`src/rtl/gpio_mask_pkg.sv`:
```
package gpio_mask_pkg;
    // Number of pins in the port; the output latch is split into two halves.
    parameter int PINS = 32;
    parameter int HALF = PINS / 2;

    // Register offsets (software decodes these).
    parameter int OFS_DIR_SET = 'h00;
    parameter int OFS_DIR_CLR = 'h04;
    parameter int OFS_OUT_LO  = 'h08;
    parameter int OFS_OUT_HI  = 'h0C;
    parameter int OFS_PIN_IN  = 'h10;

    typedef struct packed {
        logic [PINS-1:0] dir;
        logic [PINS-1:0] rdata;
    } port_state_t;
endpackage

```
`src/rtl/gpio_sync.sv`:
```
module gpio_sync #(
    parameter int W      = 32,
    parameter int STAGES = 2
) (
    input  logic         clk,
    input  logic         rst_n,
    input  logic [W-1:0] async_in,
    output logic [W-1:0] sync_out
);
    logic [W-1:0] chain_q [STAGES];
    logic [W-1:0] chain_d [STAGES];

    always_comb begin
        chain_d[0] = async_in;
        for (int s = 1; s < STAGES; s++) begin
            chain_d[s] = chain_q[s-1];
        end
    end

    always_ff @(posedge clk or negedge rst_n) begin
        if (!rst_n) begin
            for (int s = 0; s < STAGES; s++) chain_q[s] <= '0;
        end else begin
            for (int s = 0; s < STAGES; s++) chain_q[s] <= chain_d[s];
        end
    end

    assign sync_out = chain_q[STAGES-1];
endmodule

```
`src/rtl/gpio_out_bank.sv`:
```
module gpio_out_bank #(
    parameter int HW = 16
) (
    input  logic          clk,
    input  logic          rst_n,
    input  logic          wr_en,
    input  logic [2*HW-1:0] wdata,
    output logic [HW-1:0] lat_q
);
    logic [HW-1:0] lat_d;
    logic [HW-1:0] mask;
    logic [HW-1:0] val;

    assign mask = wdata[2*HW-1:HW];
    assign val  = wdata[HW-1:0];

    always_comb begin
        lat_d = lat_q;
        if (wr_en) begin
            lat_d = (lat_q & ~mask) | (val & mask);
        end
    end

    always_ff @(posedge clk or negedge rst_n) begin
        if (!rst_n) lat_q <= '0;
        else        lat_q <= lat_d;
    end
endmodule

```
`src/rtl/gpio_mask_port.sv`:
```
module gpio_mask_port
    import gpio_mask_pkg::*;
#(
    parameter int ADDR_W      = 8,
    parameter int SYNC_STAGES = 2
) (
    input  logic              clk,
    input  logic              rst_n,
    input  logic              bus_sel,
    input  logic              bus_wr,
    input  logic [ADDR_W-1:0] bus_addr,
    input  logic [PINS-1:0]   bus_wdata,
    output logic [PINS-1:0]   bus_rdata,
    input  logic [PINS-1:0]   pin_in,
    output logic [PINS-1:0]   pin_oe,
    output logic [PINS-1:0]   pin_out
);
    localparam int NBANK = PINS / HALF;

    port_state_t st_d, st_q;
    logic [PINS-1:0]  pins_sync;
    logic [PINS-1:0]  lat;
    logic [NBANK-1:0] bank_we;
    logic hit_set, hit_clr, hit_lo, hit_hi, hit_in;
    logic do_wr, do_rd;

    assign hit_set = (bus_addr == ADDR_W'(OFS_DIR_SET));
    assign hit_clr = (bus_addr == ADDR_W'(OFS_DIR_CLR));
    assign hit_lo  = (bus_addr == ADDR_W'(OFS_OUT_LO));
    assign hit_hi  = (bus_addr == ADDR_W'(OFS_OUT_HI));
    assign hit_in  = (bus_addr == ADDR_W'(OFS_PIN_IN));
    assign do_wr   = bus_sel &  bus_wr;
    assign do_rd   = bus_sel & ~bus_wr;

    assign bank_we[0] = do_wr & hit_lo;
    assign bank_we[1] = do_wr & hit_hi;

    gpio_sync #(.W(PINS), .STAGES(SYNC_STAGES)) u_sync (
        .clk      (clk),
        .rst_n    (rst_n),
        .async_in (pin_in),
        .sync_out (pins_sync)
    );

    for (genvar b = 0; b < NBANK; b++) begin : g_bank
        gpio_out_bank #(.HW(HALF)) u_bank (
            .clk   (clk),
            .rst_n (rst_n),
            .wr_en (bank_we[b]),
            .wdata (bus_wdata),
            .lat_q (lat[b*HALF +: HALF])
        );
    end

    always_comb begin
        st_d = st_q;
        if (do_wr) begin
            if (hit_set) st_d.dir = st_q.dir | bus_wdata;
            if (hit_clr) st_d.dir = st_q.dir & ~bus_wdata;
        end
        if (do_rd) begin
            st_d.rdata = '0;
            if (hit_clr) st_d.rdata = st_q.dir;
            if (hit_lo)  st_d.rdata = {{(PINS-HALF){1'b0}}, lat[HALF-1:0]};
            if (hit_hi)  st_d.rdata = {{(PINS-HALF){1'b0}}, lat[PINS-1:HALF]};
            if (hit_in)  st_d.rdata = pins_sync;
        end
    end

    always_ff @(posedge clk or negedge rst_n) begin
        if (!rst_n) st_q <= '0;
        else        st_q <= st_d;
    end

    assign bus_rdata = st_q.rdata;
    assign pin_oe    = st_q.dir;
    assign pin_out   = lat;
endmodule

```
`config.mk`:
```
export PLATFORM = sky130hd
export DESIGN_NAME = gpio_mask_port
export DESIGN_NICKNAME = d
export VERILOG_FILES = /design/src/rtl/gpio_mask_pkg.sv /design/src/rtl/gpio_sync.sv /design/src/rtl/gpio_out_bank.sv /design/src/rtl/gpio_mask_port.sv
export SDC_FILE = /design/constraint.sdc
export NUM_CORES = 1
export LEC_CHECK = 0
export ABC_AREA = 0
export BUFFER_PORTS_ARGS = -buffer_cell sky130_fd_sc_hd__buf_4
export CORE_MARGIN = 2
export CORE_UTILIZATION = 49
export CTS_BUF_LIST = sky130_fd_sc_hd__clkbuf_8
export DETAILED_ROUTE_END_ITERATION = 6
export GPL_TIMING_DRIVEN = 0
export PLACE_DENSITY = 0.78
export RECOVER_POWER = 50
export SYNTH_ARGS = -nofsm -noshare
export SYNTH_HDL_FRONTEND = slang
export SYNTH_HIERARCHICAL = 1
export SYNTH_SLANG_ARGS = --single-unit
```
`constraint.sdc`:
```
create_clock -name clk -period 1.04 [get_ports clk]
set_input_delay 0.208 -clock clk [delete_from_list [all_inputs] [get_ports clk]]
set_output_delay 0.208 -clock clk [all_outputs]
set_load 0.01 [all_outputs]
```
# ---- Word-level counts from Yosys, hierarchy flattened
# Index checks and enable logic that the tools add are counted.
dict set report classes {
  n_eq_ne 4
  muxes 6
  bitwise 14
  n_reduce_logical 3
}
# cell n
set ops {}
lappend ops {{$mux W32} 6}
lappend ops {{$and A16 B16 Y16} 3}
lappend ops {{$and A32 B32 Y32} 1}
lappend ops {{$not A32 Y32} 1}
lappend ops {{$or A16 B16 Y16} 2}
lappend ops {{$or A32 B32 Y32} 1}
lappend ops {{$eq A8 B4 Y1 const B} 2}
lappend ops {{$not A16 Y16} 1}
lappend ops {{$eq A8 B3 Y1 const B} 1}
lappend ops {{$eq A8 B5 Y1 const B} 1}
lappend ops {{$logic_not A8 Y1} 1}
lappend ops {{$and A1 B1 Y1} 4}
lappend ops {{$reduce_and A2 Y1} 1}
lappend ops {{$reduce_bool A2 Y1} 1}
lappend ops {{$not A1 Y1} 1}
dict set report word_totals {
  reg_bits 160
  word_cells 33
}

# ---- Longest topological paths before layout
# Gate-level depths: netlist (run 1).
dict set report depth {
  depth_word 5
  ltp_mapped 9
}

# ---- Hierarchy
# Netlist (run 1), hierarchy kept.
# module n_inst cells_per_inst area_per_inst_um2 seq_area_each_um2
set modules_own_cells {}
lappend modules_own_cells {gpio_mask_port 1 308 3387.0 1601.5}
lappend modules_own_cells {gpio_sync 1 64 1601.5 1601.5}
lappend modules_own_cells {gpio_out_bank 2 50 700.7 400.4}

# ---- Least setup slack after synthesis (run 1)
# No wires, ideal clock.
dict set report synth_timing {
  path_type {input to register}
  from {in bus_addr[1]}
  to {reg with a tool-made name}
  t_arrival_ps 1958
  t_required_ps 915
  setup_slack_ps -1043
  path_stages 9
  path_cell_list {or4_4 > or2_1 > buf_6 > nor2_1 > and3b_1 > buf_6 > buf_6 > nand2_1 > mux2_4}
}
# item line
set synth_lines {}
lappend synth_lines {{start: declaration} gpio_mask_port.sv:11} ;# input logic [ADDR_W-1:0] bus_addr,

==> qor.yml, run 1 <==
outcome: "complete, but fails checks"
violations: "hold timing, setup timing"
core_area_um2: 12700
grt_util_met2: 0.582
overflow: 0
start_kind: "input port"
finalNetCount: 928
setup_tns_ns: -70.34
min_path_type: "input port to async pin"
grt_pass1_wl_um: 36800
syn_to_final_growth_pct: 77.7
critPathTopFamily: "simple AND/OR/NAND/NOR gates"
crit_buf_inv: 3
cts.path.max_buffers: 2
rsz0062_at_grt: "yes"
required_ns: 1.41
antenna_cells: 0
synth_seq_cells: 160
start_util: 0.504
syn-num-nets: 548
path_cells: "buf_8, or4_4, or2_4, nor2_4, and3b_1, buf_6, buf_8, nand2_1, mux2_4"
htreeDepth: 4
p_per_area_nw_per_um2: 1250
cpMostUsedCell: "buf_8"
met3_usage: 0.0912
num-fill-cells: 445
cpMaxStageDelayCell: "or4_4"
reg2reg_depth: 4
cp_num_cells: 9
ys.warnings.count: 6
tightest_slew_ns: 0.865
cts_buffers: 17
drv_slew: 0
fp.dieW_um: 118
max_stage_delay_ns: 0.54
finalInstanceArea_um2: 11400
clock_sinks: 160
peakVddDrop_v: 0.00110
drc: 0
netlist_instances: 472
first_pass_iters: 6
fp.dieH_um: 118
max_freq_mhz: 555
crit_fanout: 5
power.internal_uw: 10500
wl_per_cell_um: 28.5
busiest_layer: "met2"
drive_above_1_share: 0.603
period_minus_slack_ns: 1.80
hold_viol: 61
cts_root_buffer: "clkbuf_8"
grt_antenna_before_repair: 0
hpwlAfterDp_um: 12300
avgSynthCellArea_um2: 13.5
drt-total-wl_um: 29600
r2r_slack_ns: -0.40
cp-end-kind: "flop"
vias: 6495
holdWs_ns: -0.131
gp_congestion: 0.829
r2r_end: "bus_rdata[15]"
finalCritPeriodShare: 1.73
cp.arrival_ns: 2.17
setup_slack_ns: -0.761
finClkSkew_ns: 0.0208
slew_headroom: 0.423
ctsHoldBuffers: 63
ys_types: 32
dp_cells: 816
crit_start: "bus_addr[1]"
dpl_cell_area_um2: 7960
fin_cells: 1037
p_sw_frac: 0.261
synth_seq_area_share: 0.627
num_io_pins: 172
p_comb_frac: 0.151
setup_viol: 192
dpl_worst_slack_ns: -1.36
grt_usage: 0.352
grt_max_degree: 100
grt_use_met1: 0.409
route.antenna.remaining_nets: 0
clkLatencyLatePin_ns: 0.48
drv_cap: 0
critPathKind: "input port to flop"
synth_area_um2: 6390
rows: 41
viasPerCell: 6.26
p_sw_uw: 3690
die-area_um2: 14000
cts_tree: "done"
drtIter0Drc: 805
grt_pass1_vias: 6355
seq_power_share: 0.474
portBuffers: 171
p_leak_uw: 0.00534
clkPwrFrac: 0.375
clk_pin_slew_ns: 0.10
## per-layer routing
| metal | share of wire | wire [µm] |
|---|---|---|
| met1 | 0.35 | 10300 |
| met5 | 0 | 0 |
| met3 | 0.093 | 2750 |
| met4 | 0.083 | 2460 |
| met2 | 0.48 | 14100 |
## through the flow
step | hold slack [ns] | utilization | power [µW]
global placement | 0.317 | 0.626 | 7920
global route | -0.0925 | 0.896 | 14500
CTS | -0.279 | 0.842 | 13600
floorplan | -0.0876 | - | 7150
detailed placement | 0.225 | 0.628 | 7980
finish | -0.131 | 0.896 | 14200
## how the worst min path moves through the flow
stage	to	cells after the start	start	slack, ns
finish	u_sync/chain_d[29]	1	rst_n	-0.13
global route	u_sync/chain_d[29]	1	rst_n	-0.09
CTS	u_sync/chain_d[29]	1	rst_n	-0.28
detailed placement	u_sync/chain_d[29]	1	rst_n	0.23
global placement	u_sync/chain_d[27]	1	pin_in[27]	0.32
floorplan	async pin	0	rst_n	-0.09
## what timing repair did
action / CTS / global route
setup buffers: 75 / 45
gates cloned: 12 / 2
pin swaps: 23 / 50
setup endpoints to repair: 192 / 192
gates resized for setup: 211 / 81
endpoints found under the hold margin: 144 / 61
## Yosys cell counts
| cell type | count | area (µm²) |
|---|---|---|
| clkbuf_1 | 16 | 60.1 |
| or4_4 | 1 | 11.3 |
| a31oi_1 | 48 | 300 |
| nor3b_2 | 1 | 12.5 |
| or2_1 | 1 | 6.26 |
| dfrtp_1 | 160 | 4000 |
| buf_6 | 7 | 78.8 |
| a21oi_1 | 20 | 100 |
| nand2b_1 | 1 | 6.26 |
| clkbuf_2 | 1 | 5.00 |
| o221a_1 | 10 | 113 |
| and2_1 | 1 | 6.26 |
| a22oi_1 | 16 | 120 |
| and4b_1 | 1 | 10.0 |
| and3b_1 | 2 | 17.5 |
| o21ai_1 | 10 | 50.1 |
| and3_1 | 1 | 6.26 |
| nor2b_1 | 2 | 12.5 |
| nor4b_4 | 2 | 47.6 |
| nor3_2 | 1 | 10.0 |
| o221a_2 | 6 | 67.6 |
| buf_12 | 3 | 60.1 |
| a21oi_2 | 28 | 245 |
| mux2_4 | 20 | 300 |
| o21ai_0 | 12 | 60.1 |
| nand4b_2 | 1 | 15.0 |
| nor2_1 | 3 | 11.3 |
| nand2_1 | 49 | 184 |
| o21ai_2 | 10 | 87.6 |
| nor4_4 | 1 | 21.3 |
| mux2_2 | 28 | 315 |
| buf_2 | 9 | 45.0 |
## power by group through the flow
| stage | Clock, µW | Sequential, µW | Combinational (µW) |
|---|---|---|---|
| 2_1_floorplan | 0 | 6810 | 343 |
| 3_3_place_gp | 0 | 6770 | 1150 |
| 3_5_place_dp | 0 | 6780 | 1200 |
| 4_1_cts | 5200 | 6660 | 1750 |
| 5_1_grt | 5590 | 6720 | 2200 |
| 6_report | 5310 | 6700 | 2140 |
## cell families after synthesis
| group | count (synthesis) | share of synthesized area |
|---|---|---|
| and+or+nand+nor | 68 | 0.0591 |
| DFF | 160 | 0.627 |
| AOI/OAI and AO/OA | 160 | 0.179 |
| muxes | 48 | 0.0963 |
| buffers and inverters | 36 | 0.0390 |
## layout by cell type (no fill, tap or decap), types with 18 or more instances in the layout
cell           netlist  routed
nand2_1             49      22
mux2_4              20      22
a21oi_1             20      20
buf_4                0     154
a21oi_2             28      18
dfrtp_1            160     158
mux2_2              28      26
buf_6                7     113
clkbuf_4             0      21
a31oi_1             48      36
dlygate4sd3_1        0      63
## area by class of cell
class | instances | area [µm²] | share of cell area
clock buffers | 17 | 234 | 0.0206
flip-flops and latches | 160 | 4010 | 0.353
well taps | 172 | 215 | 0.0190
plain buffers | 34 | 369 | 0.0325
clock inverters | 15 | 216 | 0.0191
multi-input cells | 276 | 2770 | 0.244
repair buffers | 363 | 3540 | 0.312
No activity file was read; power rests on OpenSTA's default activity.
==> inputs of run 2 (changes only) <==
--- a/config.mk
+++ b/config.mk
@@ -11,9 +11,10 @@
 export CORE_UTILIZATION = 49
 export CTS_BUF_LIST = sky130_fd_sc_hd__clkbuf_8
 export DETAILED_ROUTE_END_ITERATION = 6
-export GPL_TIMING_DRIVEN = 0
+export GPL_TIMING_DRIVEN = 1
 export PLACE_DENSITY = 0.78
 export RECOVER_POWER = 50
+export SETUP_SLACK_MARGIN = 0.05
 export SYNTH_ARGS = -nofsm -noshare
 export SYNTH_HDL_FRONTEND = slang
 export SYNTH_HIERARCHICAL = 1
==> run 2 against run 1 <==
Compared with the run above:
- the run ends with setup timing left
- via count is 6.4% higher
- clock power is 2% lower
- power is 0.34% higher
- cell count is 3.7% higher
- largest cell class is now non-clock buffers
- worst hold slack better by 0.43 ns
- sequential cell count stayed put
- sequential share of layout area is 0.92 points lower
==> qor.yml, run 2 (synthesis gave the netlist of run 1 again) <==
outcome: "complete, but fails checks"
violations: "setup timing"
r2r_end: "bus_rdata[5]"
start_util: 0.504  # unchanged
viasPerCell: 6.43  # +2.6%
vias: 6911  # +6.4%
overflow: 0  # unchanged
slew_headroom: 0.616  # +0.193
wl_per_cell_um: 30.0  # +5.2%
dpl_worst_slack_ns: -1.11  # +0.250 ns
grt_usage: 0.371  # +0.0190
path_cells: "buf_6, or4_4, buf_6, nor4b_4, buf_6, buf_6, buf_16, a21oi_4, a31oi_2"
grt_antenna_before_repair: 1  # +1
finClkSkew_ns: 0.0174  # -0.00337 ns
clkLatencyLatePin_ns: 0.48  # about the same
critPathKind: "input port to flop"
required_ns: 1.40  # about the same
drv_slew: 0  # unchanged
reg2reg_depth: 4  # unchanged
grt_max_degree: 38  # -62%
cp-end-kind: "flop"
final_cell_mix: "buf_4 (165), dfrtp_1 (160), buf_6 (147)"
grt_pass1_wl_um: 38800  # +5.4%
clk_pin_slew_ns: 0.10  # about the same
gp_congestion: 0.879  # +6.0%
die-area_um2: 14000  # unchanged
antenna_cells: 0  # unchanged
cts_root_buffer: "clkbuf_8"
cts_buffers: 17  # unchanged
cpMostUsedCell: "buf_6"
route.antenna.remaining_nets: 0  # unchanged
fp.dieH_um: 118  # unchanged
cp.arrival_ns: 2.18  # about the same
finalNetCount: 967  # +4.2%
min_path_type: "input port to async pin"
period_minus_slack_ns: 1.83  # +0.0256 ns
dpl_cell_area_um2: 8370  # +5.1%
r2r_slack_ns: -0.57  # -0.17 ns
clock_sinks: 160  # unchanged
setup_viol: 192  # unchanged
hpwlAfterDp_um: 12200  # -0.38%
cts.path.max_buffers: 2  # unchanged
fp.dieW_um: 118  # unchanged
cpMaxStageDelayCell: "or4_4"
start_kind: "input port"
first_pass_iters: 7  # +1
final_common_cell: "buf_4"
htreeDepth: 4  # unchanged
crit_fanout: 8  # +3
dp_cells: 855  # +4.8%
grt_pass1_vias: 6809  # +7.1%
setup_slack_ns: -0.787  # -0.0256 ns
peakVddDrop_v: 0.00199  # +81%
portBuffers: 171  # unchanged
drive_above_1_share: 0.619  # +0.0156
critPathTopFamily: "simple AND/OR/NAND/NOR gates"
num-fill-cells: 381  # -14%
p_leak_uw: 0.00550  # +2.9%
drt-total-wl_um: 32300  # +9.1%
crit_buf_inv: 5  # +2
core_area_um2: 12700  # unchanged
drc: 0  # unchanged
rows: 41  # unchanged
fin_cells: 1075  # +3.7%
tightest_slew_ns: 0.576  # -0.289 ns
max_freq_mhz: 547  # -1.4%
drv_cap: 0  # unchanged
power_uw: 14200  # +0.34%
rsz0062_at_grt: "yes"
num_io_pins: 172  # unchanged
syn_to_final_growth_pct: 82.4
finalCritPeriodShare: 1.76  # +0.0246
finalInstanceArea_um2: 11700  # +2.6%
cts_tree: "done"
hold_viol: 0  # -100%
holdWs_ns: 0.296  # +0.428 ns
p_per_area_nw_per_um2: 1220  # -2.2%
max_stage_delay_ns: 0.55  # about the same
drtIter0Drc: 868  # +7.8%
==> run 2: cell types whose count changed in the layout (fill, tap and decap cells not counted), moves of 4 or more <==
cell,before,now
a31oi_1,36,32
buf_4,154,165
buf_6,113,147
buf_8,13,2
clkbuf_1,10,0
clkbuf_4,21,33
nand2_1,22,36
nand2_4,14,3
o21ai_4,6,0
==> run 2: worst max-delay path by stage <==
stage / from / to / slack [ns] / cells past startpoint
6_report: bus_addr[1] / flop / -0.79 / 9
4_1_cts: bus_addr[1] / flop / -0.58 / 8
2_1_floorplan: bus_addr[1] / flop / -1.03 / 9
3_5_place_dp: bus_addr[1] / flop / -1.11 / 8
3_3_place_gp: bus_addr[1] / flop / -1.04 / 8
5_1_grt: bus_addr[1] / flop / -0.82 / 9
==> run 2: worst register-to-register path, cell delays in order, from the launching register on <==
cell and delay [ns]:
dfrtp_1 0.43, mux2_2 0.28, a21oi_1 0.31, o21ai_1 0.27
o221a_4 0.21
==> run 2: power breakdown <==
| part | switching (µW) | total [µW] | internal [µW] |
|---|---|---|---|
| combinational | 1070 | 2280 | 1210 |
| clock | 2630 | 5200 | 2580 |
| sequential | 223 | 6720 | 6490 |
==> run 2: through the flow <==
stage / TNS (ns) / utilization
2_1_floorplan: -63.24 / -
3_3_place_gp: -84.05 / 0.660
3_5_place_dp: -87.17 / 0.660
4_1_cts: -64.45 / 0.873
5_1_grt: -72.84 / 0.920
6_report: -70.23 / 0.920
==> run 2: repair_timing <==
| item | CTS | global route |
|---|---|---|
| setup endpoints to repair | 192 | 192 |
| gates cloned | 10 | 3 |
| setup buffers | 80 | 41 |
| gates resized for setup | 196 | 68 |
| hold buffers | 65 | 0 |
| endpoints found under the hold margin | 225 | 0 |
| pin swaps | 57 | 48 |
==> run 2: final cells by class <==
cell class              instances  area, µm²  share of cell area
multi-input cells             277       2700               0.231
flip-flops and latches        160       4000               0.344
well taps                     172        215              0.0185
clock inverters                11        154              0.0132
repair buffers                435       4310               0.370
clock buffers                  20        275              0.0236
==> run 2: metal layers <==
layer | up-vias | part of all wire | track usage
li1 | 2581 | - | -
met1 | 3395 | 0.33 | 0.417
met2 | 673 | 0.48 | 0.639
met3 | 260 | 0.10 | 0.0753
met4 | 2 | 0.090 | 0.246
met5 | - | 0.00034 | 0
==> inputs of run 3 (changes only) <==
--- a/config.mk
+++ b/config.mk
@@ -14,6 +14,7 @@
 export GPL_TIMING_DRIVEN = 1
 export PLACE_DENSITY = 0.78
 export RECOVER_POWER = 50
+export REMOVE_ABC_BUFFERS = 1
 export SETUP_SLACK_MARGIN = 0.05
 export SYNTH_ARGS = -nofsm -noshare
 export SYNTH_HDL_FRONTEND = slang
==> run 3 against run 2 <==
Compared with the run above:
- critical path type unchanged
- the flow still finishes with violations (setup timing)
- core utilization fell by 0.63 points
- worst hold slack improved by 0.056 ns
- count of clock-buffer cells in the layout unchanged
- via count shrank 6.9%
- sequential share of layout area rose by 0.24 points
- largest power group unchanged
- global-route usage shrank 1.8 points
- die area unchanged
- clock skew fell by 0.0039 ns
- routed wire length decreased by 12%
- first-iteration DRC count decreased by 32%
==> qor.yml, run 3 (synthesis gave the netlist of run 1 again) <==
outcome: "complete, but fails checks"
violations: "setup timing"
setup_slack_ns: -0.725  # +0.0613 ns
drv_cap: 0  # unchanged
grt_usage: 0.353  # -0.0181
reg2reg_depth: 5  # +1
hold_path_depth: 0
final_common_cell: "buf_4"
max_freq_mhz: 566  # +3.5%
fp.dieH_um: 118  # unchanged
tightest_slew_ns: 0.633  # +0.0569 ns
drtIter0Drc: 586  # -32%
cp-end-kind: "flop"
final_cell_mix: "buf_4 (163), dfrtp_1 (160), buf_6 (152)"
slew_headroom: 0.578  # -0.0379
clock_sinks: 160  # unchanged
portBuffers: 171  # unchanged
gp_congestion: 0.854  # -2.8%
grt_pass1_wl_um: 37300  # -3.8%
fin_cells: 1077  # +0.19%
required_ns: 1.39  # about the same
drv_slew: 0  # unchanged
fp.dieW_um: 118  # unchanged
num-fill-cells: 438  # +15%
cts_root_buffer: "clkbuf_8"
overflow: 0  # unchanged
viasPerCell: 5.97  # -7.1%
critPathKind: "input port to flop"
start_util: 0.504  # unchanged
grt_pass1_vias: 6577  # -3.4%
cts_buffers: 17  # unchanged
num_io_pins: 172  # unchanged
hold_viol: 0  # unchanged
r2r_end: "bus_rdata[12]"
vias: 6431  # -6.9%
p_per_area_nw_per_um2: 1170  # -4.3%
route.antenna.remaining_nets: 0  # unchanged
drt-total-wl_um: 28400  # -12%
grt_antenna_before_repair: 1  # unchanged
r2r_slack_ns: -0.36  # +0.21 ns
finClkSkew_ns: 0.0136  # -0.00387 ns
cts.path.max_buffers: 2  # unchanged
grt_max_degree: 59  # +55%
cp.arrival_ns: 2.12  # -0.06 ns
peakVddDrop_v: 0.00105  # -47%
crit_fanout: 7  # -1
syn_to_final_growth_pct: 81.1
min_path_type: "flop to flop"
wl_per_cell_um: 26.3  # -12%
finalNetCount: 969  # +0.21%
hold_path_end: "u_sync/sync_out[7]"
rows: 41  # unchanged
post-route-util: 0.913  # -0.00632
hpwlAfterDp_um: 12000  # -1.6%
die-area_um2: 14000  # unchanged
setup_viol: 192  # unchanged
drive_above_1_share: 0.618  # -0.000685
period_minus_slack_ns: 1.77  # -0.0613 ns
clkLatencyLatePin_ns: 0.48  # about the same
dp_cells: 860  # +0.58%
clk_pin_slew_ns: 0.08  # -0.02 ns
start_kind: "input port"
p_leak_uw: 0.00555  # +0.97%
core_area_um2: 12700  # unchanged
first_pass_iters: 5  # -2
finalCritPeriodShare: 1.70  # -0.0589
hp-start: "u_sync/chain_d[7]"
cts_tree: "done"
drc: 0  # unchanged
rsz0062_at_grt: "yes"
htreeDepth: 4  # unchanged
-- run 3: per-layer routing --
layer  global-route usage  vias up  share of wire
met5                    0        -              0
met4                0.177        0          0.066
met3               0.0835      162          0.074
met2                0.611      455           0.51
met1                0.411     3228           0.35
li1                     -     2586              -
-- run 3: how the worst max path moves through the flow --
stage / slack (ns) / start / end / cells after the start
2_1_floorplan: -2.48 / bus_addr[1] / flop / 4
3_3_place_gp: -1.05 / bus_addr[1] / flop / 8
3_5_place_dp: -1.10 / bus_addr[1] / flop / 8
4_1_cts: -0.58 / bus_addr[1] / flop / 8
5_1_grt: -0.72 / bus_addr[6] / flop / 9
6_report: -0.73 / bus_addr[6] / flop / 9
-- run 3: timing repair --
| item | 4_1_cts | 5_1_grt |
|---|---|---|
| resized for setup | 177 | 88 |
| endpoints found under the setup margin | 192 | 192 |
| pin swaps | 63 | 51 |
| setup buffers | 80 | 36 |
| endpoints found under the hold margin | 231 | 0 |
| gates cloned | 10 | 2 |
| hold buffers | 65 | 0 |
-- run 3: worst max-delay path: stages --
cell and delay (ns):
buf_6 0.09, or4_4 0.54, buf_6 0.15, nor4b_4 0.31
buf_6 0.21, buf_16 0.14, buf_12 0.13, a21oi_2 0.05
a31oi_1 0.27
-- run 3: power breakdown --
part	internal, µW	switching, µW
clock	2280	2340
combinational	1190	987
sequential	6490	206
total	9970	3530
-- run 3: final cells by class --
class | count | area (µm²) | share of cell area
Timing Repair Buffer | 438 | 4370 | 0.377
Clock buffer | 20 | 275 | 0.0238
Tap cell | 172 | 215 | 0.0186
Sequential cell | 160 | 4000 | 0.346
Multi-Input combinational cell | 276 | 2600 | 0.224
Clock inverter | 10 | 114 | 0.00984
Antenna cell | 1 | 2.50 | 0.000216
-- run 3: metrics by stage --
step | setup WS [ns] | total power (µW) | cell area (µm²) | hold WS, ns | setup TNS, ns
detailed placement | -1.10 | 8100 | 8470 | 0.218 | -86.64
global route | -0.725 | 13900 | 11600 | 0.359 | -73.91
finish | -0.725 | 13500 | 11600 | 0.352 | -70.58
global placement | -1.05 | 8050 | 8470 | 0.215 | -84.63
CTS | -0.577 | 13100 | 11100 | 0.313 | -59.83
floorplan | -2.48 | 7120 | 6140 | -0.0876 | -139.06
